--- config.mk ---
export PLATFORM = sky130hd
export DESIGN_NAME = phy_mode_ctrl
export DESIGN_NICKNAME = d
export VERILOG_FILES = /design/src/rtl/phy_mode_pkg.sv /design/src/rtl/pd_sync.sv /design/src/rtl/relatch_seq.sv /design/src/rtl/mode_regs.sv /design/src/rtl/phy_mode_ctrl.sv
export SDC_FILE = /design/constraint.sdc
export NUM_CORES = 1
export LEC_CHECK = 0
export CORE_MARGIN = 2
export CORE_UTILIZATION = 44
export CTS_CLUSTER_DIAMETER = 50
export DETAILED_ROUTE_END_ITERATION = 8
export PLACE_DENSITY_LB_ADDON = 0.08
export REMOVE_ABC_BUFFERS = 1
export SYNTH_ARGS = -nofsm -noshare
export SYNTH_HDL_FRONTEND = slang
export SYNTH_SLANG_ARGS = --single-unit
--- constraint.sdc ---
create_clock -name clk -period 4.1 [get_ports clk]
set_input_delay 1.23 -clock clk [delete_from_list [all_inputs] [get_ports clk]]
set_output_delay 1.23 -clock clk [all_outputs]
set_load 0.01 [all_outputs]
--- src/rtl/phy_mode_pkg.sv ---
// Package: shared constants and types for the power-down and mode controller.
// Assumes the management data word is 16 bits wide, with mode fields fixed in
// the upper six bits of the mode register.
package phy_mode_pkg;

    localparam int REG_DATA_W = 16;
    localparam int STRAP_ADDR_W = 5;

    // Bit positions in the mode register (software-visible, so fixed).
    localparam int B_SOFT_PD   = 15;
    localparam int B_FO_OFF    = 14;
    localparam int B_CU_OFF    = 13;
    localparam int B_CU_LOOP   = 12;
    localparam int B_FO_LOOP   = 11;
    localparam int B_PLL_IN_N  = 10;
    localparam int MODE_LSB    = 10;
    localparam int MODE_W      = REG_DATA_W - MODE_LSB;

    // Default after a pin power-down: PLL kept in the loopback path.
    localparam logic [MODE_W-1:0] MODE_DEFAULT = MODE_W'(1);

    typedef struct packed {
        logic                    duplex;
        logic                    speed;
        logic                    cu_pecl;
        logic                    fo_pecl;
        logic                    backup;
        logic [STRAP_ADDR_W-1:0] addr;
    } strap_t;

    typedef enum logic [1:0] {
        SEQ_DOWN = 2'd0,
        SEQ_WAIT = 2'd1,
        SEQ_RUN  = 2'd2
    } seq_state_e;

endpackage

--- src/rtl/pd_sync.sv ---
// Module: pd_sync
// Brings the asynchronous power-down pin into the clock domain.
// Assumes STAGES >= 2. Reset forces the synchronized level low, which means powered down.
module pd_sync #(
    parameter int STAGES = 2
) (
    input  logic clk,
    input  logic rst_n,
    input  logic async_i,
    output logic sync_o
);

    logic [STAGES-1:0] chain_q;

    // Shift the pin level through the synchronizer chain.
    always_ff @(posedge clk) begin
        if (!rst_n) chain_q <= '0;
        else        chain_q <= {chain_q[STAGES-2:0], async_i};
    end

    assign sync_o = chain_q[STAGES-1];

endmodule

--- src/rtl/relatch_seq.sv ---
// Module: relatch_seq
// Power-down sequencer. It holds the device down while the pin is low, then
// counts RELATCH_CYCLES, then captures the strap pins and enters run.
// Assumes RELATCH_CYCLES >= 1 and that the strap pins are stable at the capture edge.
module relatch_seq
    import phy_mode_pkg::*;
#(
    parameter int RELATCH_CYCLES = 125
) (
    input  logic   clk,
    input  logic   rst_n,
    input  logic   pin_up_i,
    input  strap_t strap_i,
    output strap_t strap_q_o,
    output logic   ready_o
);

    localparam int CNT_W = $clog2(RELATCH_CYCLES + 1);
    localparam logic [CNT_W-1:0] CNT_LAST = CNT_W'(RELATCH_CYCLES - 1);

    seq_state_e       state_q;
    logic [CNT_W-1:0] cnt_q;
    logic             capture;

    assign capture = (state_q == SEQ_WAIT) && (cnt_q == CNT_LAST);

    // State and settling counter.
    always_ff @(posedge clk) begin
        if (!rst_n || !pin_up_i) begin
            state_q <= SEQ_DOWN;
            cnt_q   <= '0;
        end else begin
            case (state_q)
                SEQ_DOWN: begin
                    state_q <= SEQ_WAIT;
                    cnt_q   <= '0;
                end
                SEQ_WAIT: begin
                    if (capture) state_q <= SEQ_RUN;
                    else         cnt_q   <= cnt_q + 1'b1;
                end
                default: state_q <= SEQ_RUN;
            endcase
        end
    end

    // Strap capture register, updated only at the end of the settling interval.
    always_ff @(posedge clk) begin
        if (!rst_n)       strap_q_o <= '0;
        else if (capture) strap_q_o <= strap_i;
    end

    assign ready_o = (state_q == SEQ_RUN);

endmodule

--- src/rtl/mode_regs.sv ---
// Module: mode_regs
// Holds the mode register and builds the read data.
// Assumes writes are honoured only while the sequencer reports ready. Outside that
// window the register is held at its default value.
module mode_regs
    import phy_mode_pkg::*;
#(
    parameter int ADDR_W   = 5,
    parameter int REG_ADDR = 31
) (
    input  logic                  clk,
    input  logic                  rst_n,
    input  logic                  ready_i,
    input  logic [ADDR_W-1:0]     addr_i,
    input  logic [REG_DATA_W-1:0] wdata_i,
    input  logic                  we_i,
    output logic [REG_DATA_W-1:0] rdata_o,
    output logic [MODE_W-1:0]     mode_o
);

    localparam logic [ADDR_W-1:0] SEL = ADDR_W'(REG_ADDR);

    logic hit;
    assign hit = (addr_i == SEL);

    // Mode register: held at default until ready, then written by software.
    always_ff @(posedge clk) begin
        if (!rst_n || !ready_i)  mode_o <= MODE_DEFAULT;
        else if (we_i && hit)    mode_o <= wdata_i[REG_DATA_W-1:MODE_LSB];
    end

    // Read mux: unused low bits and other addresses read 0.
    always_comb begin
        rdata_o = '0;
        if (hit) rdata_o = {mode_o, {MODE_LSB{1'b0}}};
    end

endmodule

--- src/rtl/phy_mode_ctrl.sv ---
// Module: phy_mode_ctrl (top)
// Power-down and mode control for a copper/fiber media converter. It combines
// pin and register power-down, strap capture, loopback and PLL-bypass selects,
// and the output enables.
// Assumes the strap pins are static around the capture edge, and that the output
// enables drive tristate controls outside this block.
module phy_mode_ctrl
    import phy_mode_pkg::*;
#(
    parameter int RELATCH_CYCLES = 125,
    parameter int SYNC_STAGES    = 2,
    parameter int ADDR_W         = 5,
    parameter int REG_ADDR       = 31
) (
    input  logic                    clk,
    input  logic                    rst_n,
    input  logic                    pwrdn_n_i,
    input  logic                    strap_duplex_i,
    input  logic                    strap_speed_i,
    input  logic                    strap_cu_pecl_i,
    input  logic                    strap_fo_pecl_i,
    input  logic                    strap_backup_i,
    input  logic [STRAP_ADDR_W-1:0] strap_addr_i,
    input  logic                    cu_off_n_i,
    input  logic                    fo_off_n_i,
    input  logic [ADDR_W-1:0]       mgmt_addr_i,
    input  logic [REG_DATA_W-1:0]   mgmt_wdata_i,
    input  logic                    mgmt_we_i,
    output logic [REG_DATA_W-1:0]   mgmt_rdata_o,
    output logic                    cfg_duplex_o,
    output logic                    cfg_speed_o,
    output logic                    cfg_cu_pecl_o,
    output logic                    cfg_fo_pecl_o,
    output logic                    cfg_backup_o,
    output logic [STRAP_ADDR_W-1:0] cfg_addr_o,
    output logic                    pd_rst_n_o,
    output logic                    cu_loop_o,
    output logic                    fo_loop_o,
    output logic                    pll_bypass_o,
    output logic                    cu_oe_o,
    output logic                    fo_oe_o
);

    logic              pin_up;
    logic              ready;
    logic              run;
    strap_t            strap_in;
    strap_t            strap_q;
    logic [MODE_W-1:0] mode;

    pd_sync #(.STAGES(SYNC_STAGES)) u_sync (
        .clk     (clk),
        .rst_n   (rst_n),
        .async_i (pwrdn_n_i),
        .sync_o  (pin_up)
    );

    assign strap_in = '{duplex: strap_duplex_i, speed: strap_speed_i,
                        cu_pecl: strap_cu_pecl_i, fo_pecl: strap_fo_pecl_i,
                        backup: strap_backup_i, addr: strap_addr_i};

    relatch_seq #(.RELATCH_CYCLES(RELATCH_CYCLES)) u_seq (
        .clk       (clk),
        .rst_n     (rst_n),
        .pin_up_i  (pin_up),
        .strap_i   (strap_in),
        .strap_q_o (strap_q),
        .ready_o   (ready)
    );

    mode_regs #(.ADDR_W(ADDR_W), .REG_ADDR(REG_ADDR)) u_regs (
        .clk     (clk),
        .rst_n   (rst_n),
        .ready_i (ready),
        .addr_i  (mgmt_addr_i),
        .wdata_i (mgmt_wdata_i),
        .we_i    (mgmt_we_i),
        .rdata_o (mgmt_rdata_o),
        .mode_o  (mode)
    );

    // Running means sequenced up and not powered down by software.
    assign run = ready && !mode[B_SOFT_PD - MODE_LSB];

    // Output stage: loopback, PLL bypass and output enables gated by run.
    always_comb begin
        pd_rst_n_o   = run;
        cu_loop_o    = run && mode[B_CU_LOOP - MODE_LSB];
        fo_loop_o    = run && mode[B_FO_LOOP - MODE_LSB];
        pll_bypass_o = (cu_loop_o || fo_loop_o) && !mode[B_PLL_IN_N - MODE_LSB];
        cu_oe_o      = run && cu_off_n_i && !mode[B_CU_OFF - MODE_LSB];
        fo_oe_o      = run && fo_off_n_i && !mode[B_FO_OFF - MODE_LSB];
    end

    assign cfg_duplex_o  = strap_q.duplex;
    assign cfg_speed_o   = strap_q.speed;
    assign cfg_cu_pecl_o = strap_q.cu_pecl;
    assign cfg_fo_pecl_o = strap_q.fo_pecl;
    assign cfg_backup_o  = strap_q.backup;
    assign cfg_addr_o    = strap_q.addr;

endmodule

Word level (Yosys, flattened, before mapping)
Cells that the tools add are included.
- register bits: 27
- bits of input ports: 37
- logic and storage cells: 45
- add/subtract/negate cells: 1
- equality and inequality tests: 6
- muxes and demuxes: 5
- reductions and logical operators: 23
- operators with widths (operator ; count):
    $mux W16 ; 1
    $pmux W7 S2 ; 1
    $logic_and A1 B1 Y1 ; 10
    $add A7 B1 Y7 const B ; 1
    $eq A7 B7 Y1 const B ; 1
    $logic_not A1 Y1 ; 7
    $mux W7 ; 1
    $eq A5 B5 Y1 const B ; 1
    $pmux W2 S2 ; 1
    $logic_or A1 B1 Y1 ; 3
    $eq A2 B1 Y1 const B ; 1
    $eq A2 B2 Y1 const B ; 1
    $logic_not A2 Y1 ; 1
    $mux W2 ; 1
    $ne A2 B1 Y1 const B ; 1
    $ne A2 B2 Y1 const B ; 1
    $reduce_and A2 Y1 ; 1
    $reduce_bool A2 Y1 ; 1

Logic depth before layout (Yosys ltp)
Gate-level depths: netlist of run 1.
- depth in word-level cells: 5
- mapped depth: 7

Modules after synthesis
Synthesis of run 1 repeated with hierarchy kept, for this count alone.
- cell total of the unflattened synthesis: 167
- area, all modules: 1413.9 um^2
- modules (own cells, without submodules) (module ; times used ; cells each ; area each (um^2) ; seq. area each (um^2)):
    relatch_seq ; 1 ; 106 ; 903.4 ; 380.4
    mode_regs ; 1 ; 49 ; 384.1 ; 120.1
    phy_mode_ctrl ; 1 ; 8 ; 73.8 ; 0.0
    pd_sync ; 1 ; 4 ; 52.6 ; 40.0

Worst setup path after synthesis of run 1
Ideal clock, no wire load.
- kind: input to output
- start: in mgmt_addr_i[0]
- end: out mgmt_rdata_o[10]
- data arrival time: 1.760 ns
- data required time: 2.870 ns
- setup slack: 1.110 ns
- stages: 3
- buffers on the path: 1
- path through: and4_1 -> buf_6 -> and3_2
- word-level cells in the longest chain between the ends: 2
- RTL lines (item ; line ; source):
    start: declaration ; phy_mode_ctrl.sv:26 ; input logic [ADDR_W-1:0] mgmt_addr_i,
    $eq A5 B5 Y1 ; mode_regs.sv:24 ; assign hit = (addr_i == SEL);
    $mux W16 ; mode_regs.sv:35 ; if (hit) rdata_o = {mode_o, {MODE_LSB{1'b0}}};
    end: declaration ; phy_mode_ctrl.sv:29 ; output logic [REG_DATA_W-1:0] mgmt_rdata_o,
No other way between the ends.

Final worst setup path of run 1
- start: in mgmt_addr_i[0]
- end: out mgmt_rdata_o[15]
The elaborated chain is that of the path after synthesis.

==> impl_summary.log, run 1 <==
INFO  metric crit_path_start_kind = input port
INFO  metric row_count = 20
INFO  metric dr.first_iter.drc_count = 41
INFO  metric cp_num_cells = 4
INFO  metric worst_path_largest_cell_delay = 530 ps
INFO  metric dr.pass1.iters = 4
INFO  metric p_clk_share = 27.5%
INFO  metric synth_area_leaders = dfxtp_1 37%, buf_4 6.1%, nand4b_1 6.0%
INFO  metric vdd.ir_drop.worst = 0.1306 mV
INFO  metric htree_num_levels = 1
INFO  metric regToRegSetupSlack = ~2400 ps
INFO  metric area_share_of_the_leading_cell_type_in_the_synthesized_netlist = approximately 37%
INFO  metric sequential_share_of_power = a little over three fifths
INFO  metric intPower = approximately 0.33 mW
INFO  metric power_leakage = a little over 0.7 nW
INFO  metric cts-hold-fix-buffers = 0
INFO  metric postSynth.asyncResetShare = 0%
INFO  metric p_sw = 0.09383 mW
INFO  metric drive_gt1_share = under 10%
INFO  metric seq_area = between 500 and 600 sq um
INFO  metric boundaryPins = between 60 and 70
INFO  metric timing.final.setup_violations = 0
INFO  metric grt-busiest-layer = met2
INFO  metric synth-seq-area-share = between 30% and 40%
INFO  metric cellPowerDensity = between 200 and 250 nW/um^2
INFO  metric yosysWarningCount = 0
INFO  metric grt_util_met1 = between 20% and 30%
INFO  metric layout_min_cycle_time = 3955 ps
INFO  metric synth_enable_flop_cells = 0
INFO  metric clock_insertion_delay_worst_skew = roughly 320 ps
INFO  metric cts_tree = yes
INFO  metric final_net_count = 237
INFO  metric cap_violations = 0
INFO  metric synth_top_area_cell = dfxtp_1
INFO  metric end_kind = output pin
INFO  metric grt_use_met3 = 2.070%
INFO  metric most-common-layout-cells = 48 x clkdlybuf4s50_1, 27 x dfxtp_1, 13 x o21ai_0
INFO  metric final_estimated_routing_congestion_in_global_placement = 0.7966
INFO  metric cp_cell_sequence = clkdlybuf4s50_1 -> and4_2 -> and3_2 -> clkdlybuf4s50_1
INFO  metric critical_path.max_fanout = 8
INFO  metric final_min_period_over_clock_period = between 90% and 100%
INFO  metric combined_area_of_all_synthesized_cells = 1470 sq um
INFO  metric cts_resized = 0
INFO  metric comb_power_share = under 10%
INFO  metric grt_pass1_vias = between 1000 and 1500
INFO  metric hold_viol_final = 0
INFO  metric timing.clock.skew = around 5.1 ps
INFO  metric ant_nets = 0
INFO  metric vias_per_cell = 5.378
INFO  metric hold-path-cell-count = 1
INFO  metric initial_utilization = roughly 47%
INFO  metric diodes_inserted = 0
INFO  metric first_pass_grt_wire_length = between 5000 and 6000 um
INFO  metric place_hpwl = roughly 2400 um
INFO  metric critical_path_arrival = approximately 2700 ps
INFO  metric final_wl = 3299 um
INFO  metric largest_net_degree_at_the_start_of_global_routing = 26
INFO  metric worst_setup_hold_path_clk_slew = approximately 150 ps
INFO  metric ys_seq_elements = 27
INFO  metric dieHeight = roughly 62 um
INFO  metric post-route-drc-count = 0
INFO  metric synth_area_per_cell = roughly 9.3 sq um
INFO  metric timing_max_transition_violations_final = 0
INFO  metric core_area = 3128 sq um
INFO  metric layout_commonest_cell = clkdlybuf4s50_1
INFO  metric critical_path_class = input port to output pin
INFO  metric cpLargestDelayFamily = buffers and inverters
INFO  metric clk_path_buf_depth = 2
INFO  metric hold_ws = between 400 and 500 ps
INFO  metric postSynthCellCount = between 150 and 200
INFO  metric setup_repair_after_global_routing_missed_its_margin = no
INFO  metric post-cts-setup-buffers = 0
INFO  metric worst-path-buf-inv = 2
INFO  metric critical-path-top-cell-by-count = clkdlybuf4s50_1
INFO  metric grt.overflow.total = 0
INFO  metric fp.dieW = 61.81 um
INFO  metric cts-root-buf = clkbuf_4
INFO  metric grt.met2_usage = a little under a third
INFO  metric routedWlPerCell = approximately 14 um
INFO  metric fp.dieArea = roughly 3800 sq um
INFO  metric worst_slew_pin_slew = between 700 and 800 ps
INFO  metric cts_made_buffers = 3
INFO  metric synth_cell_types = 39
INFO  metric via_count = between 1000 and 1500
INFO  metric worst-r2r-cell-count = 5
INFO  metric relSlewSlack = 46.69%
INFO  metric hold_path.class = flip-flop to flip-flop
INFO  metric achievable-frequency = ~250 MHz
INFO  metric setup_total_negative_slack = 0 ps
INFO  metric switching_share = approximately 22%
INFO  metric status = finished, final reports clean
INFO  metric critPathSlowestCell = clkdlybuf4s50_1
INFO  metric multi_input_comb_area = slightly below 800 sq um
INFO  metric syn_to_final_growth = 29.87%
INFO  metric synth_top_flop_cell = dfxtp_1
INFO  metric clkSinkCount = 27
INFO  metric antenna_found_initial = 0
INFO  metric groute.usage.overall = 17.31%
INFO  metric timing.critical_path.required = approximately 2900 ps
INFO  metric count_of_buffers_inserted_at_the_top_level_ports = 48
INFO  metric fillers = 280
==> logic make-up (layout without fill, tap and decap cells) <==
logic type                 count (synthesis)  after routing  share of synthesized area (%)
AOI/OAI and AO/OA                         36             36                          16.09
muxes                                      5              5                          3.404
and+or+nand+nor                           61             61                          29.96
DFF                                       27             27                          36.77
buffers and inverters                     26             56                          11.83
other                                      1             10                         0.2551
adders and majority gates                  2              2                          1.702
==> metal layers <==
layer / routed length [um] / share of wire, % / vias to the layer above
met4: 40 / 1.2 / 0
li1: - / - / 646
met5: 0 / 0 / -
met2: 1580 / 48 / 52
met1: 1464 / 44 / 593
met3: 214 / 6.5 / 5
==> through the flow <==
| stage | power [mW] | instances | cell area [sq um] | setup WS (ps) | utilization [%] |
|---|---|---|---|---|---|
| floorplan | 0.2796 | 145 | 1345 | 1107 | - |
| global placement | 0.3093 | 237 | 1881 | 91.55 | 60.12 |
| detailed placement | 0.3098 | 237 | 1881 | 72.68 | 60.12 |
| CTS | 0.4252 | 241 | 1908 | 72.66 | 61.00 |
| global route | 0.4397 | 241 | 1909 | 70.80 | 61.04 |
| finish | 0.4199 | 241 | 1909 | 144.5 | 61.04 |
==> layout make-up <==
class                   count  share of cell area [%]
clock buffers               3                   1.180
well taps                  44                   2.883
repair buffers             48                   25.16
multi-input cells         114                   41.42
inverters                   4                  0.7864
flip-flops and latches     27                   28.31
clock inverters             1                  0.2621
==> final timing paths <==
kind | from | endpoint
max | mgmt_addr_i[0] | mgmt_rdata_o[15]
min reg2reg | u_sync.chain_q[0] | u_sync.chain_q[1]
min | u_sync.chain_q[0] | u_sync.chain_q[1]
max reg2reg | u_seq.cnt_q[0] | u_seq.cnt_q[1]
==> sequential cells by signal, summed over array words and instances, names as in the netlist <==
signal / flops
u_seq.cnt_q: 7
u_seq.strap_q_o: 10
u_regs.mode_o: 6
u_sync.chain_q: 2
u_seq.state_q: 2
==> cells in the mapped netlist, drive strengths merged (2+ instances only) <==
cell	instances
buf	18
and4b	3
o2111ai	2
a31oi	6
nor2	2
nand4	4
nand3b	2
nor2b	2
and4	3
inv	4
nand4b	11
o21ai	13
nand2	6
mux2i	5
nand3	12
ha	2
a21boi	10
dfxtp	27
and2	5
nor3b	2
clkbuf	4
and3	6
==> worst register-to-register path, stage by stage, from the launching register on <==
cell	delay (ps)
dfxtp_1	390
inv_1	100
ha_1	180
nand4_1	420
o2111ai_1	370
a31oi_1	110
==> power groups by stage <==
stage / Combinational, mW / Sequential [mW] / Clock [mW]
after detailed placement: 0.0389 / 0.271 / 0
after CTS: 0.0393 / 0.265 / 0.121
after global routing: 0.0422 / 0.266 / 0.132
after global placement: 0.0386 / 0.271 / 0
after floorplan: 0.00921 / 0.270 / 0
final: 0.0393 / 0.265 / 0.115
(Power assumes the default switching activity.)
==> run 2: changes to the inputs <==
--- a/config.mk
+++ b/config.mk
@@ -5,8 +5,9 @@
 export SDC_FILE = /design/constraint.sdc
 export NUM_CORES = 1
 export LEC_CHECK = 0
+export ABC_CLOCK_PERIOD_IN_PS = 3800
 export CORE_MARGIN = 2
-export CORE_UTILIZATION = 44
+export CORE_UTILIZATION = 41
 export CTS_CLUSTER_DIAMETER = 50
 export DETAILED_ROUTE_END_ITERATION = 8
 export PLACE_DENSITY_LB_ADDON = 0.08
==> constraint.sdc (replaced) <==
create_clock -name clk -period 3.8 [get_ports clk]
set_input_delay 1.14 -clock clk [delete_from_list [all_inputs] [get_ports clk]]
set_output_delay 1.14 -clock clk [all_outputs]
set_load 0.01 [all_outputs]
==> impl_summary.log, run 2 (synthesis gave the netlist of run 1 again) <==
INFO  metric status = finished, final reports clean
INFO  metric grt.overflow.total = 0
INFO  metric endpoint_worst_hold = u_sync.chain_q[1]
INFO  metric timing.rr.end = u_seq.cnt_q[0]
INFO  metric grt_pass1_vias = 1273
INFO  metric hold_path.class = flip-flop to flip-flop
INFO  metric timing.clock.skew = about 4.2 ps
INFO  metric top_register_by_number_of_flip_flops = u_seq.strap_q_o
INFO  metric regToRegSetupSlack = 2030 ps
INFO  metric fp.dieW = around 64 um
INFO  metric drive_gt1_share = a little under a tenth
INFO  metric comb_power_share = under 10%
INFO  metric hold_ws = roughly 460 ps
INFO  metric switching_share = 22.58%
INFO  metric power_leakage = around 0.72 nW
INFO  metric critical_path_class = input port to output pin
INFO  metric routedWlPerCell = between 10 and 15 um
INFO  metric final_wl = between 3000 and 4000 um
INFO  metric final_min_period_over_clock_period = between 90% and 100%
INFO  metric largest_reg_flops = 10
INFO  metric cap_violations = 0
INFO  metric cts_made_buffers = 3
INFO  metric boundaryPins = 69
INFO  metric clk_path_buf_depth = 2
INFO  metric fp.dieArea = between 4000 and 5000 sq um
INFO  metric worst-r2r-cell-count = 5
INFO  metric count_of_buffers_inserted_at_the_top_level_ports = 48
INFO  metric min_from = u_sync.chain_q[0]
INFO  metric grt-busiest-layer = met2
INFO  metric finalPower = approximately 0.46 mW
INFO  metric setup_repair_after_global_routing_missed_its_margin = no
INFO  metric largest_net_degree_at_the_start_of_global_routing = 26
INFO  metric timing_max_transition_violations_final = 0
INFO  metric critical_path.max_fanout = 8
INFO  metric groute.usage.overall = between 10% and 20%
INFO  metric dr.pass1.iters = 4
INFO  metric layout_min_cycle_time = between 3000 and 4000 ps
INFO  metric worst_slew_pin_slew = 776.2 ps
INFO  metric hold_viol_final = 0
INFO  metric fillers = 320
INFO  metric clkSinkCount = 27
INFO  metric reg2reg_from = u_seq.cnt_q[0]
INFO  metric diodes_inserted = 0
INFO  metric worst_setup_hold_path_clk_slew = between 100 and 150 ps
INFO  metric post-route-drc-count = 0
INFO  metric achievable-frequency = between 200 and 300 MHz
INFO  metric place_hpwl = between 2000 and 2500 um
INFO  metric p_clk_share = roughly 28%
INFO  metric reg_top3 = u_seq.strap_q_o x10, u_seq.cnt_q x7, u_regs.mode_o x6
INFO  metric p_sw = 0.1033 mW
INFO  metric end_kind = output pin
INFO  metric clock_insertion_delay_worst_skew = 330 ps
INFO  metric layout_commonest_cell = clkdlybuf4s50_1
INFO  metric final_net_count = 239
INFO  metric relSlewSlack = between 40% and 50%
INFO  metric timing.critical_path.required = around 2700 ps
INFO  metric finalWorstSetupSlack = 55.62 ps
INFO  metric ant_nets = 0
INFO  metric initial_utilization = about 43%
INFO  metric hold-path-cell-count = 1
INFO  metric post-cts-setup-buffers = 0
INFO  metric cellPowerDensity = between 200 and 250 nW/um^2
INFO  metric antenna_found_initial = 0
INFO  metric syn_to_final_growth = 31.06%
INFO  metric critical_path_arrival = about 2600 ps
INFO  metric dr.first_iter.drc_count = 38
INFO  metric vdd.ir_drop.worst = 0.1419 mV
INFO  metric vias_per_cell = ~5.4
INFO  metric cts_tree = yes
INFO  metric htree_num_levels = 1
INFO  metric finish.utilization = 56.85%
INFO  metric sequential_share_of_power = between 60 and 70%
INFO  metric crit_path_start_kind = input port
INFO  metric row_count = 21
INFO  metric preCtsSetupSlack = -48.36 ps
INFO  metric cts-root-buf = clkbuf_4
INFO  metric grt_use_met3 = under 10%
INFO  metric dieHeight = 63.88 um
INFO  metric via_count = around 1300
INFO  metric first_pass_grt_wire_length = between 5000 and 6000 um
INFO  metric timing.final.setup_violations = 0
INFO  metric core_area = between 3000 and 4000 sq um
INFO  metric intPower = 0.3542 mW
INFO  metric most-common-layout-cells = 48 x clkdlybuf4s50_1, 27 x dfxtp_1, 13 x o21ai_0
INFO  metric setup_total_negative_slack = 0 ps
INFO  metric grt_util_met1 = between 10% and 20%
INFO  metric final_estimated_routing_congestion_in_global_placement = around 0.8
INFO  metric grt.met2_usage = between 30% and 40%
==> run 2: cell types whose count changed in the layout (fill, tap and decap cells not counted) <==
cell | previous run | this run
clkinv_2 | 1 | 0
clkbuf_1 | 0 | 1
and4_2 | 1 | 0
buf_4 | 0 | 2
and4_4 | 0 | 1
==> run 2: worst max-delay path: stages <==
cell	delay (ps)
clkdlybuf4s50_1	450
and4_4	290
and3_2	190
clkdlybuf4s50_1	530
==> run 2: power groups by stage <==
stage	registers [mW]	clock network, mW	logic (mW)
2_1_floorplan	0.292	0	0.00994
3_3_place_gp	0.291	0	0.0433
3_5_place_dp	0.291	0	0.0439
4_1_cts	0.285	0.131	0.0443
5_1_grt	0.285	0.139	0.0478
6_report	0.285	0.128	0.0446
==> run 2: layer usage <==
| layer | vias up | share of wire (%) |
|---|---|---|
| li1 | 646 | - |
| met1 | 617 | 43 |
| met2 | 48 | 48 |
| met3 | 10 | 6.7 |
| met4 | 0 | 2.5 |
| met5 | - | 0 |
==> run 2: worst max-delay path by stage <==
| stage | startpoint | endpoint | slack (ps) | cells after the start |
|---|---|---|---|---|
| after floorplan | mgmt_addr_i[0] | mgmt_rdata_o[10] | 990 | 2 |
| after global placement | mgmt_addr_i[0] | mgmt_rdata_o[15] | -50 | 4 |
| after detailed placement | mgmt_addr_i[0] | mgmt_rdata_o[15] | -50 | 4 |
| after CTS | mgmt_addr_i[0] | mgmt_rdata_o[15] | 9 | 4 |
| after global routing | mgmt_addr_i[4] | mgmt_rdata_o[15] | 20 | 4 |
| final | mgmt_addr_i[0] | mgmt_rdata_o[15] | 60 | 4 |
==> run 2: repair_timing <==
action	CTS	global route
endpoints found under the setup margin	6	6
pin swaps	0	0
gates cloned	0	0
endpoints found under the hold margin	0	0
hold buffers	0	0
resized for setup	1	1
==> run 2: stage by stage <==
| stage | std cells | area (sq um) |
|---|---|---|
| 3_3_place_gp | 241 | 1898 |
| 3_5_place_dp | 241 | 1898 |
| 2_1_floorplan | 145 | 1345 |
| 5_1_grt | 245 | 1927 |
| 6_report | 245 | 1927 |
| 4_1_cts | 245 | 1926 |
==> run 2: cell type report <==
cell class	count	area, sq um	area share [%]
multi-input cells	114	792.0	41.10
flip-flops and latches	27	540.5	28.05
repair buffers	50	495.5	25.71
well taps	46	57.56	2.987
clock buffers	4	26.28	1.364
inverters	4	15.01	0.7792
